--- src/rtl/vpic_pkg.sv ---
package vpic_pkg;
  localparam int NSRC   = 4;
  localparam int CODE_W = 2;
  localparam int DATA_W = 8;

  typedef logic [CODE_W-1:0] src_code_t;

  // flag index equals the vector code of the source
  localparam src_code_t CODE_DMA2   = 2'd0;
  localparam src_code_t CODE_DMA1   = 2'd1;
  localparam src_code_t CODE_DMA0   = 2'd2;
  localparam src_code_t CODE_RASTER = 2'd3;

  typedef enum logic [1:0] {
    SEL_IVR  = 2'd0,
    SEL_CTRL = 2'd1,
    SEL_STAT = 2'd2,
    SEL_NONE = 2'd3
  } reg_sel_e;
endpackage

--- src/rtl/vpic_regs.sv ---
module vpic_regs
  import vpic_pkg::*;
(
  input  logic              clk,
  input  logic              rst_n,
  input  logic              wr_i,
  input  logic [1:0]        sel_i,
  input  logic [DATA_W-1:0] wdata_i,
  output logic [DATA_W-1:0] ivr_o,
  output logic              acoff_o
);
  logic [DATA_W-1:0] ivr_q, ivr_d;
  logic              acoff_q, acoff_d;
  logic              ivr_en, ctrl_en;

  always_comb begin
    ivr_en  = wr_i && (sel_i == SEL_IVR);
    ctrl_en = wr_i && (sel_i == SEL_CTRL);
    ivr_d   = ivr_en  ? wdata_i    : ivr_q;
    acoff_d = ctrl_en ? wdata_i[0] : acoff_q;
  end

  always_ff @(posedge clk or negedge rst_n) begin
    if (!rst_n) begin
      ivr_q   <= {{(DATA_W-1){1'b0}}, 1'b1};
      acoff_q <= 1'b0;
    end else begin
      ivr_q   <= ivr_d;
      acoff_q <= acoff_d;
    end
  end

  assign ivr_o   = ivr_q;
  assign acoff_o = acoff_q;
endmodule

--- src/rtl/vpic_flags.sv ---
module vpic_flags
  import vpic_pkg::*;
#(
  parameter int N = NSRC
) (
  input  logic         clk,
  input  logic         rst_n,
  input  logic [N-1:0] set_i,
  input  logic [N-1:0] clr_i,
  output logic [N-1:0] pend_o
);
  for (genvar k = 0; k < N; k++) begin : g_flag
    logic flag_q, flag_d;
    // a new event outranks a clear in the same cycle
    always_comb flag_d = set_i[k] | (flag_q & ~clr_i[k]);
    always_ff @(posedge clk or negedge rst_n) begin
      if (!rst_n) flag_q <= 1'b0;
      else        flag_q <= flag_d;
    end
    assign pend_o[k] = flag_q;
  end
endmodule

--- src/rtl/vpic_arb.sv ---
module vpic_arb
  import vpic_pkg::*;
(
  input  logic [NSRC-1:0] pend_i,
  output logic            valid_o,
  output src_code_t       code_o
);
  always_comb begin
    valid_o = |pend_i;
    if      (pend_i[CODE_RASTER]) code_o = CODE_RASTER;
    else if (pend_i[CODE_DMA2])   code_o = CODE_DMA2;
    else if (pend_i[CODE_DMA1])   code_o = CODE_DMA1;
    else if (pend_i[CODE_DMA0])   code_o = CODE_DMA0;
    else                          code_o = CODE_DMA2;
  end
endmodule

--- src/rtl/vpic_ack.sv ---
module vpic_ack
  import vpic_pkg::*;
(
  input  logic      clk,
  input  logic      rst_n,
  input  logic      m1_n,
  input  logic      iorq_n,
  input  src_code_t code_i,
  output logic      ack_o,
  output logic      start_o,
  output src_code_t code_o
);
  logic      ack_q, ack_d;
  src_code_t code_q, code_d;
  logic      start;

  always_comb begin
    ack_d  = !m1_n && !iorq_n;
    start  = ack_d && !ack_q;
    code_d = start ? code_i : code_q;
  end

  always_ff @(posedge clk or negedge rst_n) begin
    if (!rst_n) begin
      ack_q  <= 1'b0;
      code_q <= CODE_DMA2;
    end else begin
      ack_q  <= ack_d;
      code_q <= code_d;
    end
  end

  assign ack_o   = ack_d;
  assign start_o = start;
  assign code_o  = start ? code_i : code_q;
endmodule

--- src/rtl/vpic_top.sv ---
module vpic_top
  import vpic_pkg::*;
#(
  parameter int SYNC_STAGES = 2
) (
  input  logic        clk,
  input  logic        rst_n,
  input  logic        reg_wr,
  input  logic [1:0]  reg_sel,
  input  logic [7:0]  wr_data,
  output logic [7:0]  rd_data,
  input  logic        raster_req,
  input  logic [2:0]  dma_req,
  input  logic        m1_n,
  input  logic        iorq_n,
  output logic        int_n,
  output logic        vec_oe,
  output logic [7:0]  vec_out,
  output logic        line_clr5
);
  logic [SYNC_STAGES-1:0] sync_q;
  logic                   rst_core_n;

  always_ff @(posedge clk or negedge rst_n) begin
    if (!rst_n) sync_q <= '0;
    else        sync_q <= {sync_q[SYNC_STAGES-2:0], 1'b1};
  end
  assign rst_core_n = sync_q[SYNC_STAGES-1];

  logic [DATA_W-1:0] ivr_q;
  logic              acoff_q;
  logic [NSRC-1:0]   pend_q, set_v, clr_v, sw_clr, ack_clr;
  logic              win_valid, ack, ack_start;
  src_code_t         win_code, vec_code;

  vpic_regs u_regs (
    .clk(clk), .rst_n(rst_core_n), .wr_i(reg_wr), .sel_i(reg_sel),
    .wdata_i(wr_data), .ivr_o(ivr_q), .acoff_o(acoff_q)
  );

  vpic_arb u_arb (.pend_i(pend_q), .valid_o(win_valid), .code_o(win_code));

  vpic_ack u_ack (
    .clk(clk), .rst_n(rst_core_n), .m1_n(m1_n), .iorq_n(iorq_n),
    .code_i(win_code), .ack_o(ack), .start_o(ack_start), .code_o(vec_code)
  );

  always_comb begin
    set_v = '0;
    set_v[CODE_RASTER] = raster_req;
    set_v[CODE_DMA2]   = dma_req[2];
    set_v[CODE_DMA1]   = dma_req[1];
    set_v[CODE_DMA0]   = dma_req[0];

    sw_clr = '0;
    if (reg_wr && reg_sel == SEL_STAT) begin
      sw_clr[CODE_DMA2] = wr_data[6];
      sw_clr[CODE_DMA1] = wr_data[5];
      sw_clr[CODE_DMA0] = wr_data[4];
    end

    ack_clr = '0;
    if (ack_start && win_valid && (win_code == CODE_RASTER || !acoff_q))
      ack_clr[win_code] = 1'b1;

    clr_v = sw_clr | ack_clr;
  end

  vpic_flags #(.N(NSRC)) u_flags (
    .clk(clk), .rst_n(rst_core_n), .set_i(set_v), .clr_i(clr_v), .pend_o(pend_q)
  );

  always_comb begin
    case (reg_sel)
      SEL_IVR:  rd_data = ivr_q;
      SEL_CTRL: rd_data = {7'd0, acoff_q};
      SEL_STAT: rd_data = {pend_q[CODE_RASTER], pend_q[CODE_DMA2],
                           pend_q[CODE_DMA1], pend_q[CODE_DMA0], 4'd0};
      default:  rd_data = 8'd0;
    endcase
    int_n     = ~|pend_q;
    vec_oe    = ack;
    vec_out   = ack ? {ivr_q[7:3], vec_code, 1'b0} : 8'd0;
    line_clr5 = ack_start && win_valid && (win_code == CODE_RASTER);
  end
endmodule

--- config.mk ---
export PLATFORM = sky130hd
export DESIGN_NAME = vpic_top
export DESIGN_NICKNAME = d
export VERILOG_FILES = /design/src/rtl/vpic_pkg.sv /design/src/rtl/vpic_regs.sv /design/src/rtl/vpic_flags.sv /design/src/rtl/vpic_arb.sv /design/src/rtl/vpic_ack.sv /design/src/rtl/vpic_top.sv
export SDC_FILE = /design/constraint.sdc
export NUM_CORES = 1
export LEC_CHECK = 0
export ABC_AREA = 1
export BUFFER_PORTS_ARGS = -buffer_cell sky130_fd_sc_hd__buf_2
export CAP_MARGIN = 0
export CORE_ASPECT_RATIO = 1.25
export CORE_MARGIN = 4
export CORE_UTILIZATION = 35
export CTS_CLUSTER_DIAMETER = 80
export DETAILED_ROUTE_END_ITERATION = 10
export PLACE_DENSITY = 0.66
export SYNTH_ARGS = -nofsm -noshare
export SYNTH_HDL_FRONTEND = slang
export SYNTH_HIERARCHICAL = 1
export SYNTH_SLANG_ARGS = --single-unit
--- constraint.sdc ---
create_clock -name clk -period 1.2 [get_ports clk]
set_input_delay 0.12 -clock clk [delete_from_list [all_inputs] [get_ports clk]]
set_output_delay 0.12 -clock clk [all_outputs]
set_load 0.1 [all_outputs]
==> results.yml <==
status:
  status: "finished, violations left"
  failed_checks: "setup timing"
route:
  via_per_inst: 4.55
  drc: 0
  ant_nets: 0
  wl_per_cell_um: 12.2
  dr.pass1.iters: 4
  first_iter_violations: 25
  vias: 1128
  routed_wirelength_mm: 3.03
logic_synthesis:
  synth_top_area_share_pct: 40.2
  synth_compound_area_share_pct: 1.42
  yosys_warnings: 6
  synthesis.instances: 155
  syn-num-nets: 174
  synth_top_family_by_area: "simple AND/OR/NAND/NOR gates"
  synth_top_area_cell: "dfrtp_1"
  muxShareOfSynthArea_pct: 0
  synth_fa_ha_area_share_pct: 0
  synth-simple-area-share_pct: 39.6
  syn_area_um2: 1060
  syn_area_per_cell_um2: 6.83
  synth_area_leaders: "dfrtp_1 (40%), nand2_1 (21%), inv_1 (11%), nand3_1 (8.0%), buf_4 (3.5%)"
  synth_seq_cells: 18
  synth_xor_area_share_pct: 0
  yosysSeqAreaShare_pct: 42.7
  ys_types: 18
cts:
  clk_pin_slew_ps: 100
  cts.path.max_buffers: 2
  clock_sinks: 18
  htreeDepth: 1
  insertion_delay_ps: 290
  clockRootBuffer: "clkbuf_4"
  cts_tree: "yes"
  cts-buffers-inserted: 3
sta:
  fin_worst_skew_ps: 0.974
  hold_viol: 0
  fmax_ghz: 0.596
  min_period_ps: 1680
  setup_viol: 16
  finalMaxSlewViolations: 0
  min_period_over_period_pct: 140
  rsz0062_at_grt: "yes"
  timing.final.ws_setup_ps: -478
hold_path:
  hold_class: "in2reg"
power:
  p_leak_uw: 0.000975
  peakVddDrop_mv: 0.665
  switching_share_pct: 40.5
  clkPwrFrac_pct: 18.1
  pwr-share-seq_pct: 35.9
  power_density_nw_per_um2: 1070
  pwr-share-comb_pct: 46.0
  intPower_uw: 1220
  power.total_uw: 2050
  switchingPower_uw: 829
worst_setup_path:
  crit_family: "simple AND/OR/NAND/NOR gates"
  crit_path_end_kind: "output port"
  path_buf_inv: 2
  crit_arrival_ps: 1560
  cp-start-kind: "flip-flop"
  cp_max_fo: 4
  critPathSlowestCell: "dfrtp_2"
  worstSetupPathType: "reg2out"
  crit_chain: "nor2_2 -> nand2_1 -> nand2_2 -> nand3_2 -> nand2_2 -> nand2_2 -> clkinvlp_4 -> buf_12"
  max_stage_delay_ps: 460
  cp.required_ps: 1080
  crit_top_cell: "nand2_2"
floorplan:
  coreArea_um2: 2920
  dieArea_um2: 3970
  die_h_um: 69.5
  start_util_pct: 36.3
  num_rows: 22
  die_x_um: 57.2
  io_pins: 38
run:
  max-cap-violations: 0
layout:
  final_common_cell: "nand2_1"
  final_cell_mix: "nand2_1 (46), buf_2 (18), buf_12 (18)"
  syn_to_final_growth_pct: 80.9
  seqCellArea_um2: 454
  final_util_pct: 65.6
  multi_input_comb_area_um2: 572
  antenna_cells: 0
  final_nets: 232
  nFillCells: 246
  layout-drive-gt1-share_pct: 50.9
grt:
  gr-total-overflow: 0
  antenna_found_initial: 0
  grt_usage_pct: 14.8
  grt_max_degree: 17
  grt_pass1_wl_mm: 4.54
  grt_pass1_vias: 1040
placement:
  dpl.hpwl_mm: 2.02
  place.gp.congestion: 0.789
  port_buffers: 36
==> final timing paths <==
| check | from | to | slack, ps | depth (start not counted) |
|---|---|---|---|---|
| max reg2reg | u_flags/g_flag[0].flag_q | u_flags/g_flag[1].flag_q | -410 | 10 |
| min | dma_req[2] | u_flags/g_flag[0].flag_q | 10 | 3 |
| min in group asynchronous | rst_n | sync_q[0] | 130 | 2 |
| min reg2reg | sync_q[1] | u_flags/g_flag[2].flag_q | 190 | 1 |
| max | u_flags/g_flag[0].flag_q | vec_out[2] | -480 | 8 |
| max in group asynchronous | sync_q[1] | u_regs/ivr_o[0] | 760 | 1 |
==> worst register-to-register path: stages (launching register included) <==
cell     delay [ps]
dfrtp_2         460
o21ai_2         220
buf_4           150
buf_6           100
inv_2            30
nor2_1          140
nand3_1         140
nand2_1         130
inv_2            50
nand2_2          60
nand2_1          40
==> metal layers <==
metal | GRT usage [%] | part of all wire [%] | up-vias
met2 | 26.6 | 55 | 33
met3 | 3.17 | 5.4 | 10
met1 | 14.8 | 36 | 520
li1 | - | - | 565
met5 | 0 | 0 | -
met4 | 9.54 | 3.3 | 0
==> area by class of cell <==
type	instances	share of cell area, %
clock buffer	4	1.90
inverter	31	7.71
timing repair buffer	59	34.4
tap	36	2.35
sequential	18	23.7
multi-input combinational	100	29.9
==> state kept, by name, indices dropped and copies added, names as in the netlist <==
name	flops
u_ack/ack_q	1
u_flags/g_flag.flag_q	4
u_ack/code_q	2
u_regs/acoff_o	1
u_regs/ivr_o	8
sync_q	2
==> power by group through the flow <==
stage | clock, uW | sequential, uW | combinational [uW]
after floorplan | 0 | 732 | 547
after global placement | 0 | 738 | 822
after detailed placement | 0 | 740 | 830
after CTS | 381 | 730 | 883
after global routing | 409 | 747 | 994
final | 371 | 735 | 941
==> metrics by stage <==
| stage | instance area, um2 | worst slack [ps] | std cells | setup TNS [ps] | hold slack, ps |
|---|---|---|---|---|---|
| detailed placement | 1670 | -135 | 229 | -576 | -92.2 |
| CTS | 1820 | -433 | 244 | -2920 | 8.34 |
| floorplan | 1160 | -398 | 155 | -3370 | -176 |
| finish | 1910 | -478 | 248 | -3420 | 12.3 |
| global placement | 1670 | -97.5 | 229 | -399 | -92.7 |
| global route | 1910 | -547 | 248 | -4680 | 11.3 |
==> repair_timing <==
action	CTS	global route
setup endpoints to repair	18	19
resized for setup	10	23
hold endpoints to repair	5	0
hold buffers	4	0
buffers inserted	7	5
pin swaps	9	15
==> logic make-up (layout without fill, tap and decap cells) <==
logic type | count (synthesis) | in the layout
flip-flops | 18 | 18
AO/OA/AOI/OAI | 3 | 3
buffers and inverters | 37 | 94
other | 2 | 2
AND/OR/NAND/NOR | 95 | 95
==> Yosys cell counts, drive strengths merged <==
master	n
dfstp	1
dfrtp	17
conb	2
nand4	1
nor2	15
nor3	1
inv	31
nand3	17
buf	6
nand2	61
o21ai	3
(Power assumes the default switching activity.)
